<file path="config.mk">
export PLATFORM = sky130hd
export DESIGN_NAME = sdram_burst_datapath
export DESIGN_NICKNAME = d
export VERILOG_FILES = /design/src/rtl/sdram_dp_pkg.sv /design/src/rtl/sdram_dp_seq.sv /design/src/rtl/sdram_dp_wr.sv /design/src/rtl/sdram_dp_rd.sv /design/src/rtl/sdram_burst_datapath.sv
export SDC_FILE = /design/constraint.sdc
export NUM_CORES = 1
export LEC_CHECK = 0
export CAP_MARGIN = 5
export CORE_MARGIN = 1.5
export CORE_UTILIZATION = 43
export DETAILED_ROUTE_END_ITERATION = 8
export MAX_ROUTING_LAYER = met4
export PLACE_DENSITY = 0.9
export SYNTH_ARGS = -nofsm -noshare
export SYNTH_HDL_FRONTEND = slang
export SYNTH_SLANG_ARGS = --single-unit
export TNS_END_PERCENT = 20
</file>
<file path="constraint.sdc">
create_clock -name clk -period 2.1 [get_ports clk]
set_clock_uncertainty 0.15 [all_clocks]
set_input_delay 0.21 -clock clk [delete_from_list [all_inputs] [get_ports clk]]
set_output_delay 0.21 -clock clk [all_outputs]
set_load 0.1 [all_outputs]
</file>
<file path="src/rtl/sdram_dp_pkg.sv">
// Shared types for the SDRAM burst data path.
// Assumes bursts of at most 8 beats, so a 3-bit beat index is enough.
package sdram_dp_pkg;

    localparam int unsigned BEAT_W = 3;

    // Burst length codes as seen on the controller request
    typedef enum logic [1:0] {
        BLEN_1 = 2'd0,
        BLEN_2 = 2'd1,
        BLEN_4 = 2'd2,
        BLEN_8 = 2'd3
    } blen_e;

    // One read pipeline slot: a beat is in flight, and whether it is masked
    typedef struct packed {
        logic beat;
        logic mask;
    } rd_slot_t;

    // Index of the final beat for a length code
    function automatic logic [BEAT_W-1:0] final_beat(input blen_e code);
        case (code)
            BLEN_1:  return 3'd0;
            BLEN_2:  return 3'd1;
            BLEN_4:  return 3'd3;
            default: return 3'd7;
        endcase
    endfunction

endpackage

</file>
<file path="src/rtl/sdram_dp_seq.sv">
// Burst sequencer: accepts a burst, counts beats in live cycles only, and
// drives the clock enable from the suspend request.
// Assumes the caller reports read drain activity through drain_busy, so
// that a suspension can also freeze the read pipeline after the last issue.
module sdram_dp_seq
    import sdram_dp_pkg::*;
(
    input  logic       clk,
    input  logic       rst_n,
    input  logic       start_req,
    input  logic       start_wr,
    input  logic [1:0] start_len,
    input  logic       suspend_req,
    input  logic       mask_req,
    input  logic       drain_busy,
    output logic       active,
    output logic       is_wr,
    output logic       cur_mask,
    output logic       live,
    output logic       load,
    output logic       cke,
    output logic       ready,
    output logic       busy
);

    logic [BEAT_W-1:0] beat_q;
    logic [BEAT_W-1:0] last_q;
    logic              cke_q;
    logic              cke_d;
    logic              start;
    logic              adv;
    logic              at_last;

    // Decode of accept, advance and the load strobe
    always_comb begin
        busy    = active | drain_busy;
        ready   = !busy && cke_q;
        start   = start_req && ready;
        adv     = active && cke_d;
        at_last = (beat_q == last_q);
        load    = start || (adv && !at_last);
    end

    assign live = cke_d;
    assign cke  = cke_q;

    // Clock-enable pipeline: driven value and the value one cycle back
    always_ff @(posedge clk) begin
        if (!rst_n) begin
            cke_q <= 1'b1;
            cke_d <= 1'b1;
        end else begin
            cke_q <= !(suspend_req && busy);
            cke_d <= cke_q;
        end
    end

    // Beat counter and burst state; frozen cycles leave everything unchanged
    always_ff @(posedge clk) begin
        if (!rst_n) begin
            active   <= 1'b0;
            is_wr    <= 1'b0;
            beat_q   <= '0;
            last_q   <= '0;
            cur_mask <= 1'b0;
        end else if (start) begin
            active   <= 1'b1;
            is_wr    <= start_wr;
            beat_q   <= '0;
            last_q   <= final_beat(blen_e'(start_len));
            cur_mask <= mask_req;
        end else if (adv) begin
            if (at_last) begin
                active   <= 1'b0;
                cur_mask <= 1'b0;
            end else begin
                beat_q   <= beat_q + 3'd1;
                cur_mask <= mask_req;
            end
        end
    end

endmodule

</file>
<file path="src/rtl/sdram_dp_wr.sv">
// Write side: holds the word for the current beat and applies the write
// mask in the same cycle as the word.
// Assumes load pulses only at beat boundaries, so the word stays on the bus
// through frozen cycles without any extra hold logic.
module sdram_dp_wr #(
    parameter int unsigned DW = 16
) (
    input  logic          clk,
    input  logic          rst_n,
    input  logic          load,
    input  logic [DW-1:0] data_in,
    input  logic          active,
    input  logic          is_wr,
    input  logic          cur_mask,
    output logic [DW-1:0] wr_dq,
    output logic          wr_oe,
    output logic          dqm_wr
);

    logic [DW-1:0] word_q;

    // Word register loaded once per beat
    always_ff @(posedge clk) begin
        if (!rst_n) begin
            word_q <= '0;
        end else if (load) begin
            word_q <= data_in;
        end
    end

    // Bus drive and same-cycle mask while a write burst is open
    always_comb begin
        wr_oe  = active && is_wr;
        wr_dq  = word_q;
        dqm_wr = active && is_wr && cur_mask;
    end

endmodule

</file>
<file path="src/rtl/sdram_dp_rd.sv">
// Read side: a delay line over live cycles that matches the CAS latency,
// the read mask placed two live cycles ahead of its data, and the capture
// of each beat with a masked/unmasked flag.
// Assumes CL >= 2; the whole line holds still in frozen cycles.
module sdram_dp_rd
    import sdram_dp_pkg::*;
#(
    parameter int unsigned DW = 16,
    parameter int unsigned CL = 2
) (
    input  logic          clk,
    input  logic          rst_n,
    input  logic          live,
    input  logic          issue,
    input  logic          issue_mask,
    input  logic [DW-1:0] dq_in,
    output logic [DW-1:0] rd_data,
    output logic          rd_beat,
    output logic          rd_valid,
    output logic          dqm_rd,
    output logic          drain_busy
);

    localparam int unsigned MASK_TAP = CL - 2;

    rd_slot_t stg [1:CL];
    rd_slot_t head;
    logic     cap;

    // Slot for the beat on issue in this cycle, and the capture condition
    always_comb begin
        head.beat = issue;
        head.mask = issue_mask;
        cap       = live && stg[CL].beat;
    end

    // Any beat still in flight keeps the path busy
    always_comb begin
        drain_busy = 1'b0;
        for (int s = 1; s <= int'(CL); s++) begin
            drain_busy = drain_busy | stg[s].beat;
        end
    end

    // Delay line shifting only in live cycles
    always_ff @(posedge clk) begin
        if (!rst_n) begin
            for (int s = 1; s <= int'(CL); s++) begin
                stg[s] <= '0;
            end
        end else if (live) begin
            stg[1] <= head;
            for (int s = 2; s <= int'(CL); s++) begin
                stg[s] <= stg[s-1];
            end
        end
    end

    // Capture of the returning beat and its flags
    always_ff @(posedge clk) begin
        if (!rst_n) begin
            rd_data  <= '0;
            rd_beat  <= 1'b0;
            rd_valid <= 1'b0;
        end else begin
            rd_beat  <= cap;
            rd_valid <= cap && !stg[CL].mask;
            if (cap) begin
                rd_data <= dq_in;
            end
        end
    end

    // Mask tap: two live cycles ahead of the data slot
    generate
        if (CL == 2) begin : g_tap_issue
            assign dqm_rd = head.beat && head.mask;
        end else begin : g_tap_line
            assign dqm_rd = stg[MASK_TAP].beat && stg[MASK_TAP].mask;
        end
    endgenerate

endmodule

</file>
<file path="src/rtl/sdram_burst_datapath.sv">
// Top of the SDRAM burst data path. It ties the sequencer to the write and
// read sides and merges their masks onto the single mask pin.
// Assumes the controller core issues the matching command itself in the
// cycle after burst_start is accepted.
module sdram_burst_datapath #(
    parameter int unsigned DW      = 16,
    parameter int unsigned CAS_LAT = 2
) (
    input  logic          clk,
    input  logic          rst_n,
    input  logic          burst_start,
    input  logic          burst_write,
    input  logic [1:0]    burst_len,
    input  logic          mask_req,
    input  logic [DW-1:0] wr_data_in,
    input  logic          suspend_req,
    input  logic [DW-1:0] rd_dq_in,
    output logic          ready,
    output logic          beat_load,
    output logic          cke,
    output logic          dqm,
    output logic [DW-1:0] wr_dq,
    output logic          wr_oe,
    output logic [DW-1:0] rd_data,
    output logic          rd_beat,
    output logic          rd_valid
);

    logic active;
    logic is_wr;
    logic cur_mask;
    logic live;
    logic busy;
    logic drain_busy;
    logic dqm_wr;
    logic dqm_rd;

    sdram_dp_seq u_seq (
        .clk        (clk),
        .rst_n      (rst_n),
        .start_req  (burst_start),
        .start_wr   (burst_write),
        .start_len  (burst_len),
        .suspend_req(suspend_req),
        .mask_req   (mask_req),
        .drain_busy (drain_busy),
        .active     (active),
        .is_wr      (is_wr),
        .cur_mask   (cur_mask),
        .live       (live),
        .load       (beat_load),
        .cke        (cke),
        .ready      (ready),
        .busy       (busy)
    );

    sdram_dp_wr #(.DW(DW)) u_wr (
        .clk     (clk),
        .rst_n   (rst_n),
        .load    (beat_load),
        .data_in (wr_data_in),
        .active  (active),
        .is_wr   (is_wr),
        .cur_mask(cur_mask),
        .wr_dq   (wr_dq),
        .wr_oe   (wr_oe),
        .dqm_wr  (dqm_wr)
    );

    sdram_dp_rd #(.DW(DW), .CL(CAS_LAT)) u_rd (
        .clk       (clk),
        .rst_n     (rst_n),
        .live      (live),
        .issue     (active && !is_wr),
        .issue_mask(cur_mask),
        .dq_in     (rd_dq_in),
        .rd_data   (rd_data),
        .rd_beat   (rd_beat),
        .rd_valid  (rd_valid),
        .dqm_rd    (dqm_rd),
        .drain_busy(drain_busy)
    );

    // One pin carries both uses of the mask
    assign dqm = dqm_wr | dqm_rd;

endmodule

</file>
==> summary.md, run 1 <==
| Metric | Value |
|---|---|
| Filler Cell Count | `363` |
| Worst Path Class, Setup | `reg -> out` |
| Vias in the first global route | `1489` |
| Top routing layer used | `met4` |
| Req. time, crit path | `1.74 ns` |
| Core area | `4384 um2` |
| Crit path DAT | `1.58 ns` |
| VDD IR-drop max | `589.9 uV` |
| Setup TNS | `0 ns` |
| Reg2reg end | `u_wr.wr_dq[5]` |
| Detail Route Antenna Nets | `0` |
| Syn Std Cell Area | `1979 um2` |
| I/O pin cnt | `79` |
| CP startpoint | `u_seq.beat_q[2]` |
| Syn_area_per_cell | `9.426 um2` |
| Met3 WL post-DR | `284 um` |
| Most common cell after layout, fill and taps aside | `nand2_1` |
| H-tree depth | `2` |
| Fraction of layout cells with a size suffix above 1 | `20.91%` |
| Worst Hold Class | `in -> reg` |
| Post-Route Utilization | `64.10%` |
| Via density | `4.853` |
| First-pass DRT Iterations | `4` |
| Cells after synthesis | `210` |
| Die Ht | `70.85 um` |
| Post-Place Setup Slack | `0.3691 ns` |
| Hold Fails Final Rpt | `0` |
| Vias post-DR | `1645` |
| Critical path launch point type | `register` |
| EDFF count, synth | `4` |
| DR iter-0 viols | `81` |
| Final wirelength | `4138 um` |
| First-pass GRT wire length | `6506 um` |
| Total Routing Usage GR | `17.09%` |
| Nets | `327` |
| Starting Density | `45.15%` |
| Worst slew pin tran | `0.5431 ns` |
| M1 WL | `1803 um` |
| Root buf cell | `clkbuf_8` |
| Clock Pin Slew Worst Setup and Hold Paths | `0.08 ns` |
| Die area | `5019 um2` |
| Clock Latency Late Sink | `0.30 ns` |
| Critical path endpoint category | `output pin` |
| # resized after CTS | `0` |
| Period utilization | `92.43%` |
| Cell leakage power | `1.197 nW` |
| Final setup fails | `0` |
| Post-synthesis net count | `251` |
| Diodes inserted | `0` |
| Layout area overhead | `41.97%` |
| DR WL/cell | `12.21 um` |
| Critical R2R Launch | `u_seq.beat_q[2]` |
| FF-to-FF setup slack | `0.44 ns` |
| CTS tree | `done` |
| Initial antenna violation count | `0` |
| R2R depth | `5` |
| Hpwl dp | `3136 um` |
| CTS buffer count | `5` |
| Commonest non-fill, non-tap cells in the layout | `nand2_1 (73), dfxtp_1 (44), buf_4 (41)` |
| Synth Flop Type | `dfxtp_1` |
| Warnings, synthesis | `0` |
| Final worst slack | `0.1590 ns` |
| Routed wl met2 | `1972 um` |
| Yosys cell types | `31` |
| Max Fanout on Critical Path | `3` |
| Global route overflow | `0` |
| Outcome | `finished clean` |
| Fmax | `515.2 MHz` |
| Port bufs | `78` |
| Register area share after synthesis | `51.58%` |
| Final Critical Period | `1.941 ns` |
| Pwr dens | `932.3 nW/um2` |
| DRC viols | `0` |
| Slew Limit Fails | `0` |
| Hold Buf Count CTS | `0` |
| Final Total Pwr | `0.002620 W` |
| Gpl congestion | `0.7295` |
| Async set-reset flop share out of synthesis | `0%` |
| Setup crit end | `beat_load` |
| RSZ-0062 raised after global routing | `false` |
| Largest net degree at the start of global routing | `36` |
| Std-Cell Rows | `24` |
| Sink Count | `49` |
| Flops & latches, synth | `49` |
| Postcts setup bufs | `0` |
| Die Wd | `70.85 um` |
| Max Cap Violations | `0` |
| Max transition margin | `63.79%` |
| Clock buffer depth | `2` |
==> worst min path at each step <==
stage / endpoint / slack, ns / startpoint / depth (start not counted)
after floorplan: u_seq.cke / 0.14 / suspend_req / 1
after global placement: u_rd.rd_valid / 0.24 / u_rd.stg[2][0] / 1
after detailed placement: u_rd.rd_valid / 0.25 / u_rd.stg[2][0] / 1
after CTS: u_seq.live / 0.17 / rst_n / 2
after global routing: u_seq.live / 0.23 / rst_n / 2
final: u_seq.live / 0.18 / rst_n / 2
==> sequential cells by signal, indices dropped and copies added, names as in the netlist <==
name,flops
u_rd.rd_valid,1
u_seq.active,1
u_seq.live,1
u_wr.wr_dq,16
u_seq.last_q,3
u_seq.is_wr,1
u_seq.cur_mask,1
u_seq.cke,1
u_rd.rd_beat,1
u_rd.stg,4
u_seq.beat_q,3
u_rd.rd_data,16
==> stage by stage <==
stage | std cells | hold slack [ns] | cell area (um2)
2_1_floorplan | 210 | 0.1434 | 1984
3_3_place_gp | 331 | 0.2413 | 2708
3_5_place_dp | 331 | 0.2485 | 2708
4_1_cts | 339 | 0.1748 | 2809
5_1_grt | 339 | 0.2280 | 2810
6_report | 339 | 0.1780 | 2810
==> Yosys cell counts, drive strengths merged (2+ instances only) <==
cell type,number,area share (%)
nand4,2,0.63
nand2b,2,0.63
edfxtp,4,6.1
nor2,5,1.8
nor3,2,0.76
xnor2,5,3.0
dfxtp,45,46
nor2b,2,0.63
nand3,3,0.76
and3,5,1.6
and2,4,1.3
a21boi,19,7.2
buf,4,2.1
mux2i,17,8.6
nand2,73,14
clkbuf,9,1.7
a31oi,2,1.4
==> power by group <==
group | internal (W) | switching, W
clock | 0.000298 | 0.000300
sequential | 0.00102 | 0.0000513
combinational | 0.000287 | 0.000666
==> critical path, stage by stage, from the launching register on <==
cell	delay (ns)
dfxtp_1	0.34
xnor2_1	0.35
a31oi_4	0.19
nor2_8	0.14
clkinvlp_4	0.10
buf_12	0.17
==> routing by layer <==
metal | up-vias | GRT usage, %
met3 | 10 | 4.558
met1 | 740 | 19.62
li1 | 837 | -
met5 | - | -
met2 | 58 | 27.93
met4 | 0 | 7.757
==> layout make-up <==
class / count / area, um2 / share of cell area [%]
clock buffers: 7 / 96.34 / 3.428
clock inverters: 1 / 5.005 / 0.1781
inverters: 1 / 7.507 / 0.2671
multi-input cells: 147 / 880.8 / 31.34
flip-flops and latches: 49 / 1022 / 36.38
well taps: 52 / 65.06 / 2.315
repair buffers: 82 / 733.2 / 26.09
==> cell families (layout without fill, tap and decap cells) <==
group                      Yosys count  after routing  share of synthesized area, %
adders and majority gates            1              1                        0.6320
xor gates and xnor gates             5              5                         2.971
and+or+nand+nor                    101            101                         23.13
buffers and inverters               14             91                         3.982
muxes                               17             17                         8.597
AOI/OAI and AO/OA                   23             23                         9.102
DFF                                 49             49                         51.58
Note: power is estimated with default switching activity, not from simulation.
==> run 2, diff against run 1 <==
--- a/config.mk
+++ b/config.mk
@@ -11,6 +11,7 @@
 export DETAILED_ROUTE_END_ITERATION = 8
 export MAX_ROUTING_LAYER = met4
 export PLACE_DENSITY = 0.9
+export SETUP_SLACK_MARGIN = 0.05
 export SYNTH_ARGS = -nofsm -noshare
 export SYNTH_HDL_FRONTEND = slang
 export SYNTH_SLANG_ARGS = --single-unit
==> run 2 against run 1 <==
Effect of this change: flip-flop and latch count did not move; non-clock buffer count did not move; worst setup slack improved by 0.010 ns; first-iteration DRC count did not move; routed wire length rose by 1.2%; cell area rose by 0.27%.
==> summary.md, run 2 (same netlist as run 1, synthesis figures left out) <==
| Metric | Value |
|---|---|
| Post-Layout Inst Area | `2818 um2` |
| Total Routing Usage GR | `17.09%` |
| # resized after CTS | `0` |
| Outcome | `finished clean` |
| Final Total Pwr | `0.002621 W` |
| Most common cell after layout, fill and taps aside | `nand2_1` |
| CTS tree | `done` |
| Clock buffer depth | `2` |
| I/O pin cnt | `79` |
| CTS buffer count | `5` |
| Max transition margin | `63.86%` |
| Std-Cell Rows | `24` |
| Critical path launch point type | `register` |
| Worst slew pin tran | `0.5420 ns` |
| Hold Buf Count CTS | `0` |
| Global route overflow | `0` |
| Max Cap Violations | `0` |
| Initial antenna violation count | `0` |
| Commonest non-fill, non-tap cells in the layout | `nand2_1 (73), dfxtp_1 (44), buf_4 (41)` |
| Final Critical Period | `1.931 ns` |
| Pwr dens | `930.1 nW/um2` |
| Worst Path Class, Setup | `reg -> out` |
| Die Ht | `70.85 um` |
| Crit path DAT | `1.57 ns` |
| Clock Pin Slew Worst Setup and Hold Paths | `0.08 ns` |
| Die Wd | `70.85 um` |
| Fmax | `517.9 MHz` |
| Vias in the first global route | `1489` |
| Final wirelength | `4186 um` |
| Cell leakage power | `1.198 nW` |
| Via density | `4.867` |
| Layout area overhead | `42.35%` |
| VDD IR-drop max | `596.3 uV` |
| Fraction of layout cells with a size suffix above 1 | `21.25%` |
| DRC viols | `0` |
| Hpwl dp | `3136 um` |
| Diodes inserted | `0` |
| Req. time, crit path | `1.74 ns` |
| Hold Fails Final Rpt | `0` |
| Final setup fails | `0` |
| Die area | `5019 um2` |
| Detail Route Antenna Nets | `0` |
| RSZ-0062 raised after global routing | `false` |
| Worst Hold Class | `in -> reg` |
| Starting Density | `45.15%` |
| DR WL/cell | `12.35 um` |
| Vias post-DR | `1650` |
| H-tree depth | `2` |
| Filler Cell Count | `357` |
| Clock Latency Late Sink | `0.30 ns` |
| First-pass DRT Iterations | `4` |
| Port bufs | `78` |
| Postcts setup bufs | `0` |
| Root buf cell | `clkbuf_8` |
| Nets | `327` |
| Gpl congestion | `0.7295` |
| Sink Count | `49` |
| Max Fanout on Critical Path | `4` |
| Setup TNS | `0 ns` |
| Period utilization | `91.95%` |
| First-pass GRT wire length | `6506 um` |
| Largest net degree at the start of global routing | `36` |
| Slew Limit Fails | `0` |
| Critical path endpoint category | `output pin` |
| Fin cells | `339` |
| Placed Area | `2708 um2` |
| DR iter-0 viols | `81` |
| Core area | `4384 um2` |
| Dpl cells | `331` |
| Min Hold Slack | `0.1773 ns` |
[run 2: changes by cell type in the layout (fill, tap and decap cells not counted)]
cell	previous run	this run
xnor2_1	3	2
xnor2_2	2	3
[run 2: final cells by class]
cell class,instances,area [um2],share of cell area (%)
well taps,52,65.06,2.309
repair buffers,82,733.2,26.02
clock buffers,7,96.34,3.419
multi-input cells,147,888.4,31.53
inverters,1,7.507,0.2664
flip-flops and latches,49,1022,36.28
clock inverters,1,5.005,0.1776
[run 2: routing by layer]
metal  part of all wire (%)  global-route usage, %
met1                     43                  19.62
met2                     48                  27.93
met3                    6.6                  4.558
met4                    1.9                  7.757
met5                      0                      -
[run 2: worst paths after layout]
path	start	end	slack (ns)	depth (start not counted)
max reg2reg	u_seq.beat_q[1]	u_wr.wr_dq[5]	0.49	5
min reg2reg	u_rd.stg[2][0]	u_rd.rd_valid	0.26	1
max	u_rd.stg[2][1]	beat_load	0.17	5
min	rst_n	u_seq.live	0.18	2
[run 2: critical path, stage by stage, from the launching register on]
cell	delay, ns
edfxtp_1	0.43
nor3_2	0.23
and3_2	0.29
nor2_8	0.06
clkinvlp_4	0.08
buf_12	0.16
[run 2: per-stage QoR]
| step | util, % | worst slack [ns] |
|---|---|---|
| CTS | 64.07 | 0.09127 |
| global placement | 61.76 | 0.4046 |
| floorplan | - | 0.1282 |
| detailed placement | 61.76 | 0.3691 |
| global route | 64.27 | 0.06174 |
| finish | 64.27 | 0.1692 |
[run 2: where the power goes]
group	switching [W]	internal [W]	leakage, nW	total [W]
combinational	0.000666	0.000287	0.729	0.000954
clock	0.000299	0.000298	0.0542	0.000597
sequential	0.0000518	0.00102	0.415	0.00107
total	0.00102	0.00160	1.20	0.00262
==> run 3, diff against run 2 <==
--- a/config.mk
+++ b/config.mk
@@ -9,6 +9,7 @@
 export CORE_MARGIN = 1.5
 export CORE_UTILIZATION = 43
 export DETAILED_ROUTE_END_ITERATION = 8
+export GPL_TIMING_DRIVEN = 0
 export MAX_ROUTING_LAYER = met4
 export PLACE_DENSITY = 0.9
 export SETUP_SLACK_MARGIN = 0.05
==> run 3 against run 2 <==
Effect of this change: via count up 3.6%; utilization is 2.5 points higher; total power fell by 2.5%; register-to-register slack got worse by 0.11 ns; global-route usage grew 1.5 points; flip-flop and latch count did not move; worst setup slack worse by 0.096 ns; critical path depth down 3; critical endpoint is now wr_oe; largest cell class unchanged; highest routed layer unchanged.
==> summary.md, run 3 (same netlist as run 1, synthesis figures left out) <==
| Metric | Value |
|---|---|
| Outcome | `finished clean` |
| Largest net degree at the start of global routing | `15` |
| Clock buffer depth | `2` |
| Most used routing layer | `met2` |
| Vias in the first global route | `1680` |
| FF-to-FF setup slack | `0.38 ns` |
| Cell leakage power | `1.305 nW` |
| RSZ-0062 raised after global routing | `true` |
| Hold EP | `u_seq.live` |
| Root buf cell | `clkbuf_8` |
| Die Ht | `70.85 um` |
| First-pass DRT Iterations | `4` |
| Sink Count | `49` |
| NetSw | `0.001022 W` |
| Largest delay share family, worst path | `buffers and inverters` |
| Clock share of power | `20.7%` |
| Port bufs | `77` |
| Hold Fails Final Rpt | `0` |
| Slowest CP cell | `clkdlybuf4s15_1` |
| Most common cell after layout, fill and taps aside | `nand2_1` |
| Total buffers and inverters traversed by the critical path | `1` |
| Critical-path cell list | `and2_1, clkdlybuf4s15_1` |
| Max incr delay on CP | `0.82 ns` |
| Fraction of layout cells with a size suffix above 1 | `9.934%` |
| Slew Limit Fails | `0` |
| VDD IR-drop max | `478.6 uV` |
| H-tree depth | `2` |
| Total Routing Usage GR | `18.56%` |
| First-pass GRT wire length | `7224 um` |
| Dpl cells | `339` |
| Placed Area | `2820 um2` |
| CTS buffer count | `5` |
| R2R depth | `7` |
| Critical R2R Launch | `u_rd.stg[2][1]` |
| Post-Route Utilization | `66.78%` |
| Max Cap Violations | `0` |
| Min-delay src | `rst_n` |
| Starting Density | `45.15%` |
| Commonest non-fill, non-tap cells in the layout | `nand2_1 (73), dfxtp_1 (42), clkdlybuf4s50_1 (38)` |
| Clock Latency Late Sink | `0.30 ns` |
| Hold depth | `2` |
| Combinational power share | `37.6%` |
| Hpwl dp | `3271 um` |
| Period utilization | `96.50%` |
| Nets | `342` |
| Max transition margin | `34.56%` |
| Fmax | `493.5 MHz` |
| Worst slew pin tran | `0.9856 ns` |
| Worst Path Class, Setup | `reg -> out` |
| Global route overflow | `0` |
| Net Sw Frac | `39.98%` |
| Fin cells | `354` |
| Req. time, crit path | `1.74 ns` |
| Die Wd | `70.85 um` |
| Met3 usage | `4.986%` |
| Crit path DAT | `1.67 ns` |
| Std-Cell Rows | `24` |
| Via density | `4.831` |
| Post-Layout Inst Area | `2928 um2` |
| Final setup fails | `0` |
| Critical path launch point type | `register` |
| Initial antenna violation count | `0` |
| Hold Buf Count CTS | `0` |
| Detail Route Antenna Nets | `0` |
| Core area | `4384 um2` |
| Met1 usage | `21.58%` |
| Reg2reg end | `u_wr.wr_dq[4]` |
| Gpl congestion | `0.8342` |
| I/O pin cnt | `79` |
| DR iter-0 viols | `68` |
| Clock Pin Slew Worst Setup and Hold Paths | `0.08 ns` |
| Seq pwr share | `41.7%` |
| Layout area overhead | `47.91%` |
| Pwr dens | `873.0 nW/um2` |
| Met2 Resource Use GR | `31.36%` |
| Diodes inserted | `0` |
| DRC viols | `0` |
| Die area | `5019 um2` |
| Vias post-DR | `1710` |
| Worst Hold Class | `in -> reg` |
| P_int | `0.001534 W` |
| Max Fanout on Critical Path | `7` |
| Final wirelength | `4424 um` |
| Min Hold Slack | `0.1064 ns` |
| CTS tree | `done` |
| DR WL/cell | `12.50 um` |
| Critical path endpoint category | `output pin` |
| Final Critical Period | `2.027 ns` |
| Setup TNS | `0 ns` |
## run 3: cell types whose count changed in the layout (fill, tap and decap cells not counted), moves of 2 or more
cell,before,now
buf_4,41,9
clkbuf_1,0,10
clkbuf_8,7,5
clkdlybuf4s15_1,0,2
dfxtp_1,44,42
dfxtp_2,1,3
dlygate4sd2_1,0,35
## run 3: power by group through the flow
stage	Clock (W)	Combinational (W)	Sequential, W
2_1_floorplan	0	0.000324	0.00148
3_3_place_gp	0	0.000962	0.00108
3_5_place_dp	0	0.000969	0.00108
4_1_cts	0.000543	0.000952	0.00106
5_1_grt	0.000582	0.00101	0.00108
6_report	0.000528	0.000962	0.00107
## run 3: final cells by class
class | count | area [um2]
Buffer | 12 | 57.56
Clock buffer | 6 | 72.57
Multi-Input combinational cell | 147 | 898.4
Inverter | 1 | 7.507
Fill cell | 395 | 1456
Timing Repair Buffer | 85 | 792.0
Tap cell | 52 | 65.06
Sequential cell | 49 | 1025
Clock inverter | 2 | 10.01
## run 3: how the worst max path moves through the flow
stage / cells after the start / to / from
CTS: 7 / beat_load / u_rd.stg[2][1]
finish: 2 / wr_oe / u_seq.active
global placement: 7 / beat_load / burst_start
global route: 2 / wr_oe / u_seq.active
floorplan: 5 / beat_load / u_seq.cke
detailed placement: 7 / beat_load / u_rd.stg[2][1]
## run 3: per-layer routing
| layer | part of all wire [%] | vias to the layer above |
|---|---|---|
| met5 | 0 | - |
| met2 | 47 | 61 |
| met3 | 6.3 | 7 |
| li1 | - | 864 |
| met1 | 45 | 778 |
| met4 | 1.2 | 0 |
## run 3: timing repair
item / 4_1_cts / 5_1_grt
pin swaps: 5 / 7
setup buffers: 2 / 6
resized for setup: 57 / 1
endpoints found under the setup margin: 39 / 3
## run 3: per-stage QoR
stage	worst slack, ns	total power, W
3_3_place_gp	-0.7095	0.002044
2_1_floorplan	0.1282	0.001804
4_1_cts	0.03867	0.002559
6_report	0.07347	0.002556
3_5_place_dp	-0.7333	0.002054
5_1_grt	0.02144	0.002664
